===== src/rtl/evenclk_pkg.sv =====
// Package: shared types for the even-ratio clock divider.
// Assumes: nothing beyond IEEE 1800-2017.
package evenclk_pkg;

    // Operating phase of the divider.
    typedef enum logic [1:0] {
        PH_IDLE  = 2'd0,
        PH_DELAY = 2'd1,
        PH_RUN   = 2'd2
    } phase_e;

endpackage


===== src/rtl/evenclk_cnt.sv =====
// Module: half-period counter. It counts up from zero and raises tc when
// the count equals the target it is given. On tc it reloads to zero.
// Assumes: target is stable within one count, and clr has priority.
module evenclk_cnt #(
    parameter int CNT_W = 5
) (
    input  logic             clk,
    input  logic             rst_n,
    input  logic             clr,
    input  logic [CNT_W-1:0] target,
    output logic [CNT_W-1:0] cnt_q,
    output logic             tc
);

    localparam logic [CNT_W-1:0] ONE = CNT_W'(1);

    // Terminal-count detect.
    assign tc = (cnt_q == target);

    // Count register with clear and reload.
    always_ff @(posedge clk) begin
        if (!rst_n || clr || tc) begin
            cnt_q <= '0;
        end else begin
            cnt_q <= cnt_q + ONE;
        end
    end

endmodule


===== src/rtl/evenclk_wave.sv =====
// Module: output wave register. It is set or cleared on command and
// otherwise holds its value.
// Assumes: clr has priority over set; reset drives the wave low.
module evenclk_wave (
    input  logic clk,
    input  logic rst_n,
    input  logic set,
    input  logic clr,
    output logic wave_q
);

    // Registered output, so the divided clock never glitches.
    always_ff @(posedge clk) begin
        if (!rst_n || clr) begin
            wave_q <= 1'b0;
        end else if (set) begin
            wave_q <= 1'b1;
        end
    end

endmodule


===== src/rtl/evenclk_ctrl.sv =====
// Module: control for the divider. It tracks idle, delay and run phases,
// captures the ratio at start and period boundaries, holds a stop request
// until the boundary, and tells the counter and the wave register what
// to do.
// Assumes: tc comes from a counter cleared whenever the phase is idle.
module evenclk_ctrl
    import evenclk_pkg::*;
#(
    parameter int SEL_W    = 3,
    parameter int CNT_W    = SEL_W + 2,
    parameter bit DELAY_EN = 1'b0
) (
    input  logic             clk,
    input  logic             rst_n,
    input  logic             div_clr,
    input  logic [SEL_W-1:0] ratio_sel,
    input  logic             tc,
    input  logic             wave_q,
    output phase_e           phase_q,
    output logic [CNT_W-1:0] half_q,
    output logic [CNT_W-1:0] target,
    output logic             cnt_clr,
    output logic             wave_set,
    output logic             wave_clr
);

    localparam logic [CNT_W-1:0] ONE = CNT_W'(1);

    phase_e           phase_d;
    logic [CNT_W-1:0] half_d;
    logic             pend_q;
    logic             pend_d;

    // Counter target: a full period while delaying, a half period while running.
    assign target  = (phase_q == PH_DELAY) ? ((half_q << 1) - ONE) : (half_q - ONE);
    // The counter rests at zero while idle.
    assign cnt_clr = (phase_q == PH_IDLE);

    // Next-state decode for phase, ratio, pending stop and wave commands.
    always_comb begin
        phase_d  = phase_q;
        half_d   = half_q;
        pend_d   = pend_q;
        wave_set = 1'b0;
        wave_clr = 1'b0;
        unique case (phase_q)
            PH_IDLE: begin
                pend_d = 1'b0;
                if (!div_clr) begin
                    half_d = CNT_W'(ratio_sel) + ONE;
                    if (DELAY_EN) begin
                        phase_d = PH_DELAY;
                    end else begin
                        phase_d  = PH_RUN;
                        wave_set = 1'b1;
                    end
                end
            end
            PH_DELAY: begin
                if (div_clr) begin
                    phase_d = PH_IDLE;
                end else if (tc) begin
                    phase_d  = PH_RUN;
                    wave_set = 1'b1;
                end
            end
            PH_RUN: begin
                pend_d = pend_q | div_clr;
                if (tc && wave_q) begin
                    wave_clr = 1'b1;
                end else if (tc) begin
                    if (div_clr || pend_q) begin
                        phase_d  = PH_IDLE;
                        pend_d   = 1'b0;
                        wave_clr = 1'b1;
                    end else begin
                        half_d   = CNT_W'(ratio_sel) + ONE;
                        wave_set = 1'b1;
                    end
                end
            end
            default: begin
                phase_d  = PH_IDLE;
                wave_clr = 1'b1;
            end
        endcase
    end

    // Control state registers.
    always_ff @(posedge clk) begin
        if (!rst_n) begin
            phase_q <= PH_IDLE;
            half_q  <= ONE;
            pend_q  <= 1'b0;
        end else begin
            phase_q <= phase_d;
            half_q  <= half_d;
            pend_q  <= pend_d;
        end
    end

endmodule


===== src/rtl/evenclk_div.sv =====
// Module: even-ratio clock divider top. It divides clk_in by 2*(ratio_sel+1)
// and gives a 50% duty output that starts and stops only on whole periods.
// Assumes: all inputs are synchronous to clk_in.
module evenclk_div
    import evenclk_pkg::*;
#(
    parameter int SEL_W    = 3,
    parameter bit DELAY_EN = 1'b0
) (
    input  logic             clk_in,
    input  logic             rst_n,
    input  logic             div_clr,
    input  logic [SEL_W-1:0] ratio_sel,
    output logic             clk_out
);

    localparam int CNT_W = SEL_W + 2;

    phase_e           phase_q;
    logic [CNT_W-1:0] half_q;
    logic [CNT_W-1:0] target;
    logic [CNT_W-1:0] cnt_q;
    logic             tc;
    logic             cnt_clr;
    logic             wave_set;
    logic             wave_clr;

    evenclk_ctrl #(
        .SEL_W    (SEL_W),
        .CNT_W    (CNT_W),
        .DELAY_EN (DELAY_EN)
    ) u_ctrl (
        .clk       (clk_in),
        .rst_n     (rst_n),
        .div_clr   (div_clr),
        .ratio_sel (ratio_sel),
        .tc        (tc),
        .wave_q    (clk_out),
        .phase_q   (phase_q),
        .half_q    (half_q),
        .target    (target),
        .cnt_clr   (cnt_clr),
        .wave_set  (wave_set),
        .wave_clr  (wave_clr)
    );

    evenclk_cnt #(
        .CNT_W (CNT_W)
    ) u_cnt (
        .clk    (clk_in),
        .rst_n  (rst_n),
        .clr    (cnt_clr),
        .target (target),
        .cnt_q  (cnt_q),
        .tc     (tc)
    );

    evenclk_wave u_wave (
        .clk    (clk_in),
        .rst_n  (rst_n),
        .set    (wave_set),
        .clr    (wave_clr),
        .wave_q (clk_out)
    );

endmodule


===== config.mk =====
export PLATFORM = sky130hd
export DESIGN_NAME = evenclk_div
export DESIGN_NICKNAME = d
export VERILOG_FILES = /design/src/rtl/evenclk_pkg.sv /design/src/rtl/evenclk_cnt.sv /design/src/rtl/evenclk_wave.sv /design/src/rtl/evenclk_ctrl.sv /design/src/rtl/evenclk_div.sv
export SDC_FILE = /design/constraint.sdc
export NUM_CORES = 1
export LEC_CHECK = 0
export ABC_AREA = 1
export BUFFER_PORTS_ARGS = -buffer_cell sky130_fd_sc_hd__buf_2
export CAP_MARGIN = 25
export CORE_UTILIZATION = 50
export DETAILED_ROUTE_END_ITERATION = 8
export PLACE_DENSITY = 0.69
export SYNTH_ARGS = -nofsm -noshare
export SYNTH_HDL_FRONTEND = slang
export SYNTH_SLANG_ARGS = --single-unit

===== constraint.sdc =====
create_clock -name clk_in -period 3.1 [get_ports clk_in]
set_input_delay 0.31 -clock clk_in [delete_from_list [all_inputs] [get_ports clk_in]]
set_output_delay 0.31 -clock clk_in [all_outputs]
set_load 0.02 [all_outputs]

* Yosys cells after proc, flatten, opt, wreduce, memory -nomap -nowiden
Index checks and enable logic that the tools add are counted. Widths: inputs -> output; s select.
Cells by class: equality and inequality tests 9, mux-type cells 28, reductions and logical operators 11, add/subtract/negate cells 4, bitwise operators 1
Operator list (count):
- $mux 5 | 5
- $mux 1 | 12
- $mux 2 | 6
- $pmux 5 s2 | 1
- $reduce_and 5->1 | 2
- $sub 5x1->5 const B | 2
- $ne 2x2->1 const B | 3
- $pmux 2 s3 | 1
- $add 5x1->5 const B | 1
- $eq 5x5->1 | 1
- $add 3x1->4 const B | 1
- $logic_or 1x1->1 | 4
- $ne 2x1->1 const B | 2
- $pmux 1 s2 | 2
- $ne 3x2->1 const B | 1
- $pmux 1 s3 | 1
- $eq 2x1->1 const B | 1
- $eq 2x2->1 const B | 1
- $logic_not 2->1 | 1
- $reduce_bool 2->1 | 1
- $reduce_or 2->1 | 1
- $logic_and 1x1->1 | 1
- $logic_not 1->1 | 1
- $or 1x1->1 | 1
Word-level totals: output and inout bits 1, logic and storage cells 58, bits in registers 14

* Longest topological paths before layout
Gate-level depths: netlist of run 1.
depth after elaboration 7, gate-level depth with buffers 14, gate-level depth less buffers 14

* By module
Synthesis of run 1 repeated with hierarchy kept, for this count alone.
Second synthesis, totals: cells, all modules 101, area, all modules 699.4 um2
By module, submodules not included:
- evenclk_ctrl | sequential area each 120.1 um2, cells an instance 51, instances 1, area each 371.6 um2
- evenclk_cnt | sequential area each 100.1 um2, cells an instance 45, instances 1, area each 292.8 um2
- evenclk_wave | sequential area each 20.0 um2, cells an instance 5, instances 1, area each 35.0 um2

* Worst setup path before layout of run 1
Ideal clock, no wire load.
path kind register -> register, from register u_ctrl.half_q[0], to register u_ctrl.half_q[1], setup slack 1560 ps, setup time 113 ps, buffers on the path 0, stages on the path, launching flop included 14, arrival 1428 ps, cells stage by stage dfxtp_1 -> inv_2 -> ha_1 -> inv_1 -> nand2_1 -> nand2_1 -> nor2_2 -> nand2_1 -> nor2_4 -> nand3_2 -> nand2_4 -> nand2_4 -> nor2_1 -> nor2_1
On the way: word-level cells in the longest chain between the ends 6, elaborated cells on any way between the ends 8, classes of those cells add/sub: 2; eq/ne: 3; mux: 1; reduce/logical: 2
Ends and longest elaborated chain:
- start: declaration | line evenclk_ctrl.sv:20 | output logic [CNT_W-1:0] half_q,
- start signal: assignment | line evenclk_ctrl.sv:97 | half_q <= half_d;
- $sub 5x1->5 | line evenclk_ctrl.sv:35 | assign target = (phase_q == PH_DELAY) ? ((half_q << 1) - ONE) : (half_q - ONE);
- $mux 5 * | line evenclk_ctrl.sv:35
- $eq 5x5->1 * | line evenclk_cnt.sv:18 | assign tc = (cnt_q == target);
- $logic_and 1x1->1 | line evenclk_ctrl.sv:69 | if (tc && wave_q) begin
- $ne 2x2->1 (no line)
- $reduce_and 5->1 (no line) *
Mark *: on every way between the ends. The rest lies on a longest branch, timed or not. A chain may end at the register's enable or synchronous reset.

* Final worst setup path of run 1
Same ends and word-level chain as after synthesis.

==> results.toml, run 1 <==
[global_routing]
grt_max_degree = 8
use_met2 = 0.283
top_usage_layer = "met2"
met3_usage = 0.0511
grt_pass1_vias = 485
grt_util_all_layers = 0.192
overflow = 0
grt_antenna_before_repair = 0
use_met1 = 0.250
grt_first_pass_wirelength_um = 1960

[clock_network]
clk_pin_slew_ns = 0.07
insertion_delay_ns = 0.26
tritoncts_num_sinks = 12
cts_buffer_depth = 2
cts_setup_buffers = 0
root_buffer = "clkbuf_4"
cts_buffers = 3
htree_levels = 1
tritoncts = "built"
ctsHoldBuffers = 0
cts.repair.resized = 0

[detailed_routing]
wl_um = 1230
dr.pass1.iters = 4
drtIter0Drc = 9
route.vias.total = 629
detail-route-antenna-nets = 0
wl_per_cell_um = 9.57
viasPerCell = 4.88
drc = 0

[logic_synthesis]
synth_area_leaders = "dfxtp_1, nand2_1, inv_1"
synth_top_area_frac = 0.343
syn-cell-area_um2 = 701
synth_warnings = 0
synth.distinct_cells = 20
seq_area_frac_synth = 0.343
syn_inst = 105
syn_area_per_cell_um2 = 6.67
synth_seq_cells = 12
synth_nets = 114
synth_area_leader_cell = "dfxtp_1"

[die]
core_area_um2 = 1300
initial_core_util = 0.538
die_x_um = 39.4
rows = 13
die_h_um = 39.4
ioPinCount = 7
die-area_um2 = 1560

[setup_path]
worstPathArrival_ns = 1.89
cp.required_ns = 3.26
path_class = "flip-flop to flip-flop"
worstPathMaxFanout = 5
worstSetupStartpointType = "flip-flop"
endpoint_kind = "flip-flop"

[sta]
fin_ws_ns = 1.38
fmax_mhz = 581
rsz0062_at_grt = "false"
finalMaxSlewViolations = 0
max_slew_margin = 0.869
setup_viol = 0
worst_slew_pin_slew_ns = 0.196
fin_setup_tns_ns = 0
timing.final.hold_violations = 0
worst_hold_slack_ns = 0.307
finalClockSkew_ns = 0.00297
fin_crit_sh = 0.556
fin_crit_ns = 1.72

[place]
dp_hpwl_um = 1020
place_ws_ns = 1.39
place.gp.congestion = 0.738
numPortBuffers = 6
dp_cells = 126
placed_cell_area_um2 = 749

[layout]
design_area_um2 = 772
fin_util = 0.593
post_route_cells_drive_above_1_share = 0.175
antenna_cells = 0
finalNonFillerCells = 129
nets = 125
syn_to_final_growth_pct = 10.2

[pwr]
p_total_mw = 0.430
p_per_area_nw_per_um2 = 556
peakVddDrop_mv = 0.329
power_leakage_nw = 0.404

[outcome]
status = "finished clean"

[hold_path]
hold_path.class = "primary input to flip-flop"

[run]
maxCapViolCount = 0
==> routing by layer <==
layer / routed length (um) / vias to the layer above
met2: 529 / 5
li1: - / 345
met3: 24 / 2
met4: 15 / 0
met5: 0 / -
met1: 664 / 277
==> kinds of logic (layout without fill, tap and decap cells) <==
| kind of cell | Yosys count | in the layout | share of synthesized area |
|---|---|---|---|
| flip-flops | 12 | 12 | 0.343 |
| AO/OA/AOI/OAI | 5 | 5 | 0.0375 |
| buffers and inverters | 19 | 28 | 0.102 |
| XOR/XNOR | 3 | 3 | 0.0375 |
| adder cells (fa/ha/maj) | 3 | 3 | 0.0536 |
| AND/OR/NAND/NOR | 63 | 63 | 0.427 |
==> worst max-delay path: stages (launching register included) <==
cell     delay [ns]
dfxtp_1        0.41
inv_2          0.06
ha_1           0.29
inv_1          0.04
nand2_1        0.06
nand2_1        0.05
nor2_2         0.10
nand2_1        0.09
nor2_4         0.12
nand3_2        0.10
nand2_4        0.09
nand2_4        0.06
nor2_1         0.10
nor2_1         0.05
==> synthesized netlist by cell type <==
master / count
nand2_2: 2
a21oi_1: 1
inv_1: 17
nor2_2: 2
nor2_4: 1
o21ai_0: 2
nand2_4: 2
nor3b_1: 1
or2_2: 1
inv_2: 2
nand3_2: 1
nor2_1: 15
nand4_1: 2
a31oi_1: 1
nand2_1: 26
ha_1: 3
dfxtp_1: 12
nand3_1: 10
xor2_1: 3
o21ai_1: 1
==> cell type report <==
class                           count  area, um2
Fill cell                         130        529
Inverter                           19       71.3
Timing Repair Buffer                6       30.0
Tap cell                           15       18.8
Clock buffer                        3       22.5
Multi-Input combinational cell     74        389
Sequential cell                    12        240
==> registers in the layout (all words and copies together), names as in the netlist <==
name	count
u_ctrl.pend_q	1
u_ctrl.half_q	4
u_ctrl.phase_q	1
u_wave.wave_q	1
u_cnt.cnt_q	5
==> power breakdown <==
group          leakage [nW]  total, mW  switching [mW]  internal [mW]
sequential           0.0985      0.185          0.0139          0.171
combinational         0.292      0.154          0.0978         0.0558
clock                0.0138     0.0913          0.0465         0.0448
==> final timing paths <==
check                         from          endpoint  slack, ns  cells after the start
setup reg to reg  u_ctrl.half_q[0]  u_ctrl.half_q[1]       1.38                     13
hold / removal               rst_n  u_ctrl.half_q[0]       0.31                      2
hold reg to reg     u_cnt.cnt_q[0]    u_cnt.cnt_q[0]       0.50                      1
setup / recovery  u_ctrl.half_q[0]  u_ctrl.half_q[1]       1.38                     13
==> placed cells by master (no fill, tap or decap), types with 3 or more instances in the layout <==
cell type | netlist | final
nand2_1 | 26 | 26
inv_1 | 17 | 17
nor2_1 | 15 | 15
dfxtp_1 | 12 | 12
nand3_1 | 10 | 10
buf_2 | 0 | 6
xor2_1 | 3 | 3
ha_1 | 3 | 3
clkbuf_4 | 0 | 3
Power figures use the tool's default switching activity.
==> inputs of run 2 (changes only) <==
--- a/config.mk
+++ b/config.mk
@@ -5,12 +5,12 @@
 export SDC_FILE = /design/constraint.sdc
 export NUM_CORES = 1
 export LEC_CHECK = 0
-export ABC_AREA = 1
+export ABC_AREA = 0
 export BUFFER_PORTS_ARGS = -buffer_cell sky130_fd_sc_hd__buf_2
 export CAP_MARGIN = 25
-export CORE_UTILIZATION = 50
+export CORE_UTILIZATION = 48
 export DETAILED_ROUTE_END_ITERATION = 8
-export PLACE_DENSITY = 0.69
+export PLACE_DENSITY = 0.7
 export SYNTH_ARGS = -nofsm -noshare
 export SYNTH_HDL_FRONTEND = slang
 export SYNTH_SLANG_ARGS = --single-unit
==> constraint.sdc (replaced) <==
create_clock -name clk_in -period 1.45 [get_ports clk_in]
set_input_delay 0.145 -clock clk_in [delete_from_list [all_inputs] [get_ports clk_in]]
set_output_delay 0.145 -clock clk_in [all_outputs]
set_load 0.02 [all_outputs]
==> results.toml, run 2 <==
[outcome]
status = "finished, violations left"
violations = "setup timing"

[logic_synthesis]
synth-compound-area-share = 0.128
synthAdderAreaFrac = 0.0599
seq_area_frac_synth = 0.383
syn-cell-area_um2 = 627
synth.distinct_cells = 23
synthXorXnorAreaFrac = 0.126
synth_top_family_by_area = "simple AND/OR/NAND/NOR gates"
async_flop_share = 0
syn_inst = 68
synth_area_leaders = "dfxtp_1, xor2_1, ha_1"
syn_area_per_cell_um2 = 9.22
synth_edf_count = 0
synth_seq_cells = 12
synth_most_common_cell = "dfxtp_1"
synth_nets = 77
synth_warnings = 0
synth_common_cells = "dfxtp_1, nand2_1, nor2_1, xor2_1"
yosys.area_share.simple = 0.184
ys.flop_type = "dfxtp_1"
synth_area_leader_cell = "dfxtp_1"
synth_mux_area_frac = 0.0719
synth_top_area_frac = 0.383

[setup_path]
regToRegStartpoint = "u_ctrl.half_q[0]"
endpoint_kind = "flip-flop"
path_cells = "inv_2 -> ha_4 -> o21ba_1 -> a221oi_2 -> o2111ai_2 -> o22a_4 -> mux2_4"
cp.required_ns = 1.62
worstSetupStartpointType = "flip-flop"
path_class = "flip-flop to flip-flop"
worstPathArrival_ns = 1.93
worstPathMaxFanout = 4
reg2reg_slack_ns = -0.31
setup.worst_path.start = "u_ctrl.half_q[0]"
rr_endpoint = "u_ctrl.half_q[0]"
cp-endpoint = "u_ctrl.half_q[0]"
critPathSlowestCell = "dfxtp_2"
cpLargestDelayFamily = "compound AO/OA/AOI/OAI gates"
max_stage_delay_ns = 0.34
critical_path_buf_inv_count = 1
r2r_cells = 7
path_depth = 7

[sta]
timing.final.hold_violations = 0
max_slew_margin = 0.817
setup_viol = 12
fin_crit_sh = 1.21
finalMaxSlewViolations = 0
rsz0062_at_grt = "true"
worst_slew_pin_slew_ns = 0.274
fin_ws_ns = -0.310
fmax_mhz = 568
fin_setup_tns_ns = -2.40
finalClockSkew_ns = 0.00440
fin_crit_ns = 1.76

[layout]
nFillCells = 92
design_area_um2 = 791
final_common_cell = "dfxtp_1"
fin_util = 0.684
post_route_cells_drive_above_1_share = 0.345
most-common-layout-cells = "dfxtp_1, nand2_1, buf_4"
top_register = "u_cnt.cnt_q"
nets = 94
antenna_cells = 0
reg_top3 = "u_cnt.cnt_q (5), u_ctrl.half_q (4)"
syn_to_final_growth_pct = 26.1
largest_reg_flops = 5

[global_routing]
grt_antenna_before_repair = 0
grt_max_degree = 13
overflow = 0
grt_util_all_layers = 0.184
grt_pass1_vias = 439
grt_first_pass_wirelength_um = 1790

[clock_network]
tritoncts = "built"
clk_pin_slew_ns = 0.08
cts_buffers = 3
tritoncts_num_sinks = 12
htree_levels = 1
root_buffer = "clkbuf_4"
cts_buffer_depth = 2
insertion_delay_ns = 0.28
ctsHoldBuffers = 0

[detailed_routing]
dr.pass1.iters = 4
wl_per_cell_um = 10.6
wl_um = 1040
detail-route-antenna-nets = 0
drc = 0
drtIter0Drc = 5
route.vias.total = 493
viasPerCell = 5.03

[die]
initial_core_util = 0.542
rows = 12
die_x_um = 38.1
die_h_um = 38.1
die-area_um2 = 1450
ioPinCount = 7
core_area_um2 = 1160

[place]
placed_cell_area_um2 = 734
place_ws_ns = -0.326
dp_hpwl_um = 799
place.gp.congestion = 0.701
numPortBuffers = 6

[pwr]
peakVddDrop_mv = 0.702
p_per_area_nw_per_um2 = 1260
p_total_mw = 0.997
power_leakage_nw = 0.345

[hold_path]
hold_path.class = "primary input to flip-flop"

[run]
maxCapViolCount = 0
run 2: worst min-delay path by stage:
stage / from / end / slack (ns) / cells after the start
finish: ratio_sel[2] / u_ctrl.half_q[3] / 0.13 / 3
global route: ratio_sel[2] / u_ctrl.half_q[3] / 0.16 / 3
CTS: ratio_sel[2] / u_ctrl.half_q[3] / 0.14 / 3
detailed placement: ratio_sel[2] / u_ctrl.half_q[3] / 0.44 / 3
global placement: ratio_sel[2] / u_ctrl.half_q[3] / 0.43 / 3
floorplan: ratio_sel[2] / u_ctrl.half_q[3] / 0.30 / 2
run 2: area by class of cell:
| cell class | instances | area, um2 | share of cell area |
|---|---|---|---|
| multi-input combinational | 50 | 389 | 0.492 |
| sequential | 12 | 243 | 0.307 |
| timing repair buffer | 14 | 90.1 | 0.114 |
| clock buffer | 4 | 36.3 | 0.0459 |
| tap | 14 | 17.5 | 0.0222 |
| inverter | 4 | 15.0 | 0.0190 |
run 2: kinds of logic (layout without fill, tap and decap cells):
kind of cell | count (synthesis) | count (layout)
flip-flops | 12 | 12
buffers and inverters | 6 | 22
AND/OR/NAND/NOR | 26 | 26
adder cells (fa/ha/maj) | 3 | 3
XOR/XNOR | 9 | 9
multiplexers | 4 | 4
AO/OA/AOI/OAI | 8 | 8
run 2: routing by layer:
layer	vias up	wire (um)	global-route usage
met5	-	0	0
met1	219	474	0.208
met2	7	514	0.305
met4	0	21	0.107
li1	264	-	-
met3	3	30	0.0523
run 2: timing repair:
item / 4_1_cts / 5_1_grt
resized for setup: 6 / 0
pin swaps: 1 / 0
buffers inserted: 0 / 0
setup endpoints to repair: 12 / 12
run 2: worst register-to-register path, cell delays in order, from the launching register on:
cell	delay, ns
dfxtp_2	0.34
inv_2	0.05
ha_4	0.16
o21ba_1	0.18
a221oi_2	0.25
o2111ai_2	0.16
o22a_4	0.23
mux2_4	0.29
run 2: through the flow:
| step | instances | hold slack [ns] |
|---|---|---|
| floorplan | 68 | 0.298 |
| global placement | 94 | 0.432 |
| detailed placement | 94 | 0.436 |
| CTS | 98 | 0.140 |
| global route | 98 | 0.158 |
| finish | 98 | 0.134 |
run 2: power breakdown:
| part | switching (mW) | leakage, nW | total, mW | internal [mW] |
|---|---|---|---|---|
| logic | 0.153 | 0.226 | 0.325 | 0.172 |
| clock network | 0.118 | 0.0210 | 0.271 | 0.153 |
| registers | 0.0364 | 0.0981 | 0.401 | 0.364 |
| total | 0.307 | 0.345 | 0.997 | 0.689 |
